==> config.mk <==
export PLATFORM = sky130hd
export DESIGN_NAME = spi_mem_frontend
export DESIGN_NICKNAME = d
export VERILOG_FILES = /design/src/rtl/spi_mem_frontend.sv
export SDC_FILE = /design/constraint.sdc
export NUM_CORES = 1
export LEC_CHECK = 0
export BUFFER_PORTS_ARGS = -buffer_cell sky130_fd_sc_hd__buf_2
export CAP_MARGIN = 20
export CORE_AREA = 2 2 88 90
export DETAILED_ROUTE_END_ITERATION = 16
export DIE_AREA = 0 0 90 92
export SLEW_MARGIN = 20
export SYNTH_ARGS = -nofsm -noshare
export SYNTH_HDL_FRONTEND = slang
export SYNTH_SLANG_ARGS = --single-unit
==> constraint.sdc <==
create_clock -name clk -period 2.03 [get_ports clk]
set_input_delay 0.3045 -clock clk [delete_from_list [all_inputs] [get_ports clk]]
set_output_delay 0.3045 -clock clk [all_outputs]
set_load 0.05 [all_outputs]
==> src/rtl/spi_mem_frontend.sv <==
module spi_mem_frontend #(
  parameter bit LARGE_ARRAY = 1'b0,
  parameter int SYNC_STAGES = 2,
  localparam int WORDS = LARGE_ARRAY ? 32768 : 16384,
  localparam int AW = $clog2(WORDS)
) (
  input  logic          clk,
  input  logic          rst_n,
  input  logic          cs_n,
  input  logic          sck,
  input  logic          si,
  input  logic          hold_n,
  output logic          so,
  output logic          so_oe,
  input  logic [7:0]    tx_byte,
  output logic          tx_load,
  output logic [7:0]    rx_byte,
  output logic          rx_valid,
  output logic [AW-1:0] addr,
  output logic          addr_valid
);

  logic [SYNC_STAGES-1:0] cs_q, sck_q, hold_q, si_q;
  logic cs_d, sck_d;

  always_ff @(posedge clk or negedge rst_n)
    if (!rst_n) begin
      cs_q   <= '0;
      sck_q  <= '0;
      hold_q <= '1;
      si_q   <= '0;
      cs_d   <= 1'b0;
      sck_d  <= 1'b0;
    end else begin
      cs_q   <= {cs_q[SYNC_STAGES-2:0], cs_n};
      sck_q  <= {sck_q[SYNC_STAGES-2:0], sck};
      hold_q <= {hold_q[SYNC_STAGES-2:0], hold_n};
      si_q   <= {si_q[SYNC_STAGES-2:0], si};
      cs_d   <= cs_q[SYNC_STAGES-1];
      sck_d  <= sck_q[SYNC_STAGES-1];
    end

  wire cs_s     = cs_q[SYNC_STAGES-1];
  wire sck_s    = sck_q[SYNC_STAGES-1];
  wire hold_s   = hold_q[SYNC_STAGES-1];
  wire si_s     = si_q[SYNC_STAGES-1];
  wire cs_fall  = cs_d & ~cs_s;
  wire sck_rise = sck_s & ~sck_d;
  wire sck_fall = ~sck_s & sck_d;

  logic armed, held;
  wire active = armed & ~held & ~cs_s;

  always_ff @(posedge clk or negedge rst_n)
    if (!rst_n) begin
      armed <= 1'b0;
      held  <= 1'b0;
    end else if (cs_s) begin
      armed <= 1'b0;
      held  <= 1'b0;
    end else begin
      if (cs_fall) armed <= 1'b1;
      if (armed && !sck_s) held <= ~hold_s;
    end

  logic [2:0] bit_cnt;
  logic [1:0] byte_cnt;
  logic [6:0] rx_sh;
  logic [7:0] addr_hi;
  wire  [7:0]  rx_next = {rx_sh, si_s};
  wire  [15:0] addr_full = {addr_hi, rx_next};

  always_ff @(posedge clk or negedge rst_n)
    if (!rst_n) begin
      bit_cnt    <= '0;
      byte_cnt   <= '0;
      rx_sh      <= '0;
      rx_byte    <= '0;
      rx_valid   <= 1'b0;
      addr_hi    <= '0;
      addr       <= '0;
      addr_valid <= 1'b0;
    end else begin
      rx_valid <= 1'b0;
      if (cs_s) begin
        bit_cnt    <= '0;
        byte_cnt   <= '0;
        addr_valid <= 1'b0;
      end else if (active && sck_rise) begin
        rx_sh   <= rx_next[6:0];
        bit_cnt <= bit_cnt + 3'd1;
        if (bit_cnt == 3'd7) begin
          rx_byte  <= rx_next;
          rx_valid <= 1'b1;
          if (byte_cnt != 2'd3) byte_cnt <= byte_cnt + 2'd1;
          if (byte_cnt == 2'd1) addr_hi <= rx_next;
          if (byte_cnt == 2'd2) begin
            addr       <= addr_full[AW-1:0];
            addr_valid <= 1'b1;
          end
        end
      end
    end

  logic [7:0] tx_sh;

  always_ff @(posedge clk or negedge rst_n)
    if (!rst_n) begin
      tx_sh   <= '0;
      tx_load <= 1'b0;
    end else begin
      tx_load <= 1'b0;
      if (cs_s) tx_sh <= '0;
      else if (active && sck_fall) begin
        if (bit_cnt == 3'd0) begin
          tx_sh   <= tx_byte;
          tx_load <= 1'b1;
        end else begin
          tx_sh <= {tx_sh[6:0], 1'b0};
        end
      end
    end

  assign so    = tx_sh[7];
  assign so_oe = active;

endmodule

==> run_summary.xml <==
<?xml version="1.0" encoding="UTF-8"?>
<metrics>
  <group name="synthesis">
    <metric name="yosys_most_used_dff" unit="">sky130_fd_sc_hd__dfrtp_1</metric>
    <metric name="synth_sequential_area_ratio" unit="">0.628</metric>
    <metric name="synthArstFlopShare" unit="">1.00</metric>
    <metric name="number_of_synthesized_flops_with_an_enable_pin" unit="">0</metric>
    <metric name="yosysTopAreaCell" unit="">sky130_fd_sc_hd__dfrtp_1</metric>
    <metric name="synth_area_per_cell" unit="µm²">14.8</metric>
    <metric name="number_of_nets_produced_by_synthesis" unit="">191</metric>
    <metric name="synth-warning-count" unit="">0</metric>
    <metric name="yosysUniqueCellTypes" unit="">25</metric>
    <metric name="synth_top_cells_by_area" unit="">sky130_fd_sc_hd__dfrtp_1 (61%), sky130_fd_sc_hd__mux2_2 (13%), sky130_fd_sc_hd__mux2i_1 (5.6%)</metric>
    <metric name="postSynthCellCount" unit="">170</metric>
    <metric name="yosysTopAreaCellShare" unit="">0.607</metric>
    <metric name="synth.cell_area" unit="µm²">2510</metric>
    <metric name="synth_seq_cells" unit="">63</metric>
  </group>
  <group name="setup_path">
    <metric name="timing.critical_path.to_type" unit="">output port</metric>
    <metric name="cp_data_arrival_time" unit="ns">1.40</metric>
    <metric name="crit_type" unit="">reg -&gt; out</metric>
    <metric name="timing.critical_path.fanout_max" unit="">8</metric>
    <metric name="path_cells" unit="">nor3b_4 &gt; buf_2</metric>
    <metric name="worst_path_largest_cell_delay" unit="ns">0.42</metric>
    <metric name="startpoint_class" unit="">flop</metric>
    <metric name="critical_path.slowest_cell" unit="">sky130_fd_sc_hd__dfrtp_1</metric>
    <metric name="cp.buffers_inverters" unit="">1</metric>
    <metric name="critPathTopFamily" unit="">flip-flops</metric>
    <metric name="worst_ep_required_time" unit="ns">1.73</metric>
  </group>
  <group name="clocking">
    <metric name="tritoncts_clock_tree" unit="">yes</metric>
    <metric name="clk-insertion-delay-late" unit="ns">0.33</metric>
    <metric name="cts-buffers-inserted" unit="">9</metric>
    <metric name="ctsRootBufferMaster" unit="">sky130_fd_sc_hd__clkbuf_8</metric>
    <metric name="cts.reportedPaths.clkPinSlew" unit="ns">0.07</metric>
    <metric name="h-tree-depth" unit="">3</metric>
    <metric name="tritoncts_num_sinks" unit="">63</metric>
    <metric name="clockBufferDepth" unit="">2</metric>
  </group>
  <group name="floorplan">
    <metric name="core.rowCount" unit="">32</metric>
    <metric name="fp.dieH" unit="µm">92</metric>
    <metric name="floorplan.initialDensity" unit="">0.338</metric>
    <metric name="floorplan.core_area" unit="µm²">7450</metric>
    <metric name="pin_count" unit="">41</metric>
    <metric name="design.die.area" unit="µm²">8280</metric>
    <metric name="die_width" unit="µm">90</metric>
  </group>
  <group name="timing">
    <metric name="setup_viol" unit="">0</metric>
    <metric name="worst_relative_slew_slack" unit="">0.626</metric>
    <metric name="grt_setup_unrepaired" unit="">false</metric>
    <metric name="period_share" unit="">0.839</metric>
    <metric name="timing.fmax" unit="MHz">587</metric>
    <metric name="worstMarginPinSlew" unit="ns">0.553</metric>
    <metric name="hold_violations" unit="">0</metric>
    <metric name="layout_min_cycle_time" unit="ns">1.70</metric>
    <metric name="finClkSkew" unit="ns">0.00722</metric>
    <metric name="finalMaxSlewViolations" unit="">0</metric>
    <metric name="post-route-worst-setup-slack" unit="ns">0.327</metric>
    <metric name="hold-worst-slack" unit="ns">0.0718</metric>
  </group>
  <group name="global_routing">
    <metric name="grt_remaining_overflow" unit="">0</metric>
    <metric name="grt_antenna_before_repair" unit="">0</metric>
    <metric name="first_global_vias" unit="">1530</metric>
    <metric name="grt_first_pass_wirelength" unit="mm">7.24</metric>
    <metric name="grt_max_degree" unit="">44</metric>
    <metric name="globalRouteTotalUtil" unit="">0.111</metric>
  </group>
  <group name="detailed_routing">
    <metric name="avgRoutedWirePerCell" unit="µm">12.5</metric>
    <metric name="remaining_design_rule_violation_count" unit="">0</metric>
    <metric name="dr_total_vias" unit="">1437</metric>
    <metric name="via_per_inst" unit="">4.38</metric>
    <metric name="detail-route-antenna-nets" unit="">0</metric>
    <metric name="detailedRoute.firstPassIterationCount" unit="">4</metric>
    <metric name="detailedRoute.firstIterationViolations" unit="">44</metric>
    <metric name="wirelength" unit="mm">4.12</metric>
  </group>
  <group name="power">
    <metric name="swShare" unit="">0.224</metric>
    <metric name="static-leakage-power" unit="nW">1.71</metric>
    <metric name="power.share.clock" unit="">0.457</metric>
    <metric name="comb_power_share" unit="">0.045</metric>
    <metric name="sequentialPowerShare" unit="">0.498</metric>
    <metric name="total_power" unit="mW">2.68</metric>
    <metric name="power_per_standard_cell_area" unit="nW/µm²">867</metric>
    <metric name="power.ir.vdd_worst" unit="mV">0.370</metric>
    <metric name="power_switching" unit="µW">600</metric>
    <metric name="internal_power" unit="mW">2.08</metric>
  </group>
  <group name="placed_design">
    <metric name="dp_worst_setup_slack" unit="ns">0.325</metric>
    <metric name="io_buffers" unit="">40</metric>
    <metric name="gp_congestion" unit="">0.730</metric>
    <metric name="placed_cell_area" unit="µm²">2850</metric>
    <metric name="place.detailed.hpwl" unit="mm">2.86</metric>
  </group>
  <group name="layout">
    <metric name="flow.area_growth_from_synthesis" unit="%">22.9</metric>
    <metric name="multi_input_logic_area" unit="µm²">873</metric>
    <metric name="seq_area" unit="µm²">1580</metric>
    <metric name="final_layout_net_count" unit="">242</metric>
    <metric name="fin_area" unit="µm²">3090</metric>
    <metric name="fill_cells" unit="">759</metric>
    <metric name="post_route_cells_drive_above_1_share" unit="">0.416</metric>
    <metric name="antenna-diode-count" unit="">0</metric>
  </group>
  <group name="flow_run">
    <metric name="maxCapViolCount" unit="">0</metric>
  </group>
  <group name="status">
    <metric name="run_status" unit="">finished clean</metric>
  </group>
  <group name="min_path">
    <metric name="min-delay-path-class" unit="">in -&gt; reg</metric>
  </group>
</metrics>
[per-stage QoR]
stage	setup TNS, ns	std cells	utilization
floorplan	-0.261	170	-
global placement	0	311	0.383
detailed placement	0	311	0.383
CTS	0	328	0.415
global route	0	328	0.415
finish	0	328	0.415
[cell usage after synthesis, types with 4 or more instances]
library cell	count
sky130_fd_sc_hd__nand2_1	9
sky130_fd_sc_hd__mux2_2	30
sky130_fd_sc_hd__ha_1	7
sky130_fd_sc_hd__inv_1	4
sky130_fd_sc_hd__mux2_1	9
sky130_fd_sc_hd__mux2i_1	14
sky130_fd_sc_hd__nor2b_1	5
sky130_fd_sc_hd__nor2_1	8
sky130_fd_sc_hd__dfrtp_1	61
[placed cells by master (no fill, tap or decap)]
master	n
sky130_fd_sc_hd__clkinvlp_4	1
sky130_fd_sc_hd__bufinv_16	2
sky130_fd_sc_hd__buf_12	1
sky130_fd_sc_hd__clkbuf_8	10
sky130_fd_sc_hd__a21o_1	1
sky130_fd_sc_hd__o21ai_0	2
sky130_fd_sc_hd__nor3b_4	1
sky130_fd_sc_hd__mux2i_1	14
sky130_fd_sc_hd__nor2_1	8
sky130_fd_sc_hd__dlygate4sd3_1	1
sky130_fd_sc_hd__buf_2	40
sky130_fd_sc_hd__dfstp_2	2
sky130_fd_sc_hd__a211oi_1	1
sky130_fd_sc_hd__dfrtp_1	61
sky130_fd_sc_hd__a21oi_1	2
sky130_fd_sc_hd__mux2_1	9
sky130_fd_sc_hd__buf_4	4
sky130_fd_sc_hd__clkinv_1	1
sky130_fd_sc_hd__nand3b_1	1
sky130_fd_sc_hd__ha_1	7
sky130_fd_sc_hd__clkinv_4	3
sky130_fd_sc_hd__and4b_1	1
sky130_fd_sc_hd__nand2_1	9
sky130_fd_sc_hd__nor2b_1	5
sky130_fd_sc_hd__and4_1	2
sky130_fd_sc_hd__mux2_2	30
sky130_fd_sc_hd__inv_1	4
sky130_fd_sc_hd__and3_1	2
sky130_fd_sc_hd__nor4bb_1	1
[registers in the layout, summed over array words and instances (netlist names)]
name	flops
byte_cnt	2
addr_valid	1
addr_hi	6
armed	1
addr	14
hold_q	2
held	1
rx_byte	8
bit_cnt	3
si_q	2
cs_d	1
sck_d	1
cs_q	2
rx_sh	7
sck_q	2
rx_valid	1
tx_load	1
tx_sh	8
[cell type report]
class                   instances  share of cell area
clock buffers                  10              0.0445
multi-input cells              96               0.283
clock inverters                 6              0.0304
inverters                       5             0.00607
well taps                     102              0.0413
repair buffers                 46              0.0842
flip-flops and latches         63               0.511
[worst register-to-register path, delay by kind of cell (launching register included)]
family                     cells  cell delay, ns
and+or+nand+nor                1            0.42
adders and majority gates      2            0.40
DFF                            1            0.40
muxes                          1            0.39
[power groups by stage]
stage | Sequential (mW) | Clock, mW | Combinational [mW]
2_1_floorplan | 1.35 | 0 | 0.0641
3_3_place_gp | 1.36 | 0 | 0.121
3_5_place_dp | 1.36 | 0 | 0.123
4_1_cts | 1.33 | 1.26 | 0.125
5_1_grt | 1.34 | 1.32 | 0.137
6_report | 1.33 | 1.22 | 0.121
[logic make-up after synthesis]
family          count (synthesis)  synth area share
simple gates                   30            0.0682
buf+inv                        11            0.0249
compound gates                  6            0.0139
mux                            53             0.230
fa+ha+maj                       7            0.0348
flops                          63             0.628
[layer usage]
layer | part of all wire | up-vias | global-route usage
met4 | 0.020 | 0 | 0.0615
met1 | 0.47 | 714 | 0.143
met3 | 0.039 | 9 | 0.0312
met2 | 0.47 | 24 | 0.168
met5 | 0 | - | 0
li1 | - | 690 | -
[path summary, 6_finish.rpt]
check / startpoint / to / slack [ns] / depth (start not counted)
worst max-delay path: held / so_oe / 0.33 / 2
worst min-delay path: hold_n / hold_q[0] / 0.07 / 1
worst max register to register: bit_cnt[0] / rx_byte[5] / 0.33 / 4
worst min register to register: si_q[0] / si_q[1] / 0.35 / 0
max in group asynchronous: rst_n / hold_q[0] / 0.90 / 3
min in group asynchronous: rst_n / addr[8] / 0.46 / 2
[timing repair]
item,CTS,global route
setup buffers,0,0
hold buffers,1,0
endpoints found under the hold margin,20,0
resized for setup,0,0
Power figures use the tool's default switching activity.
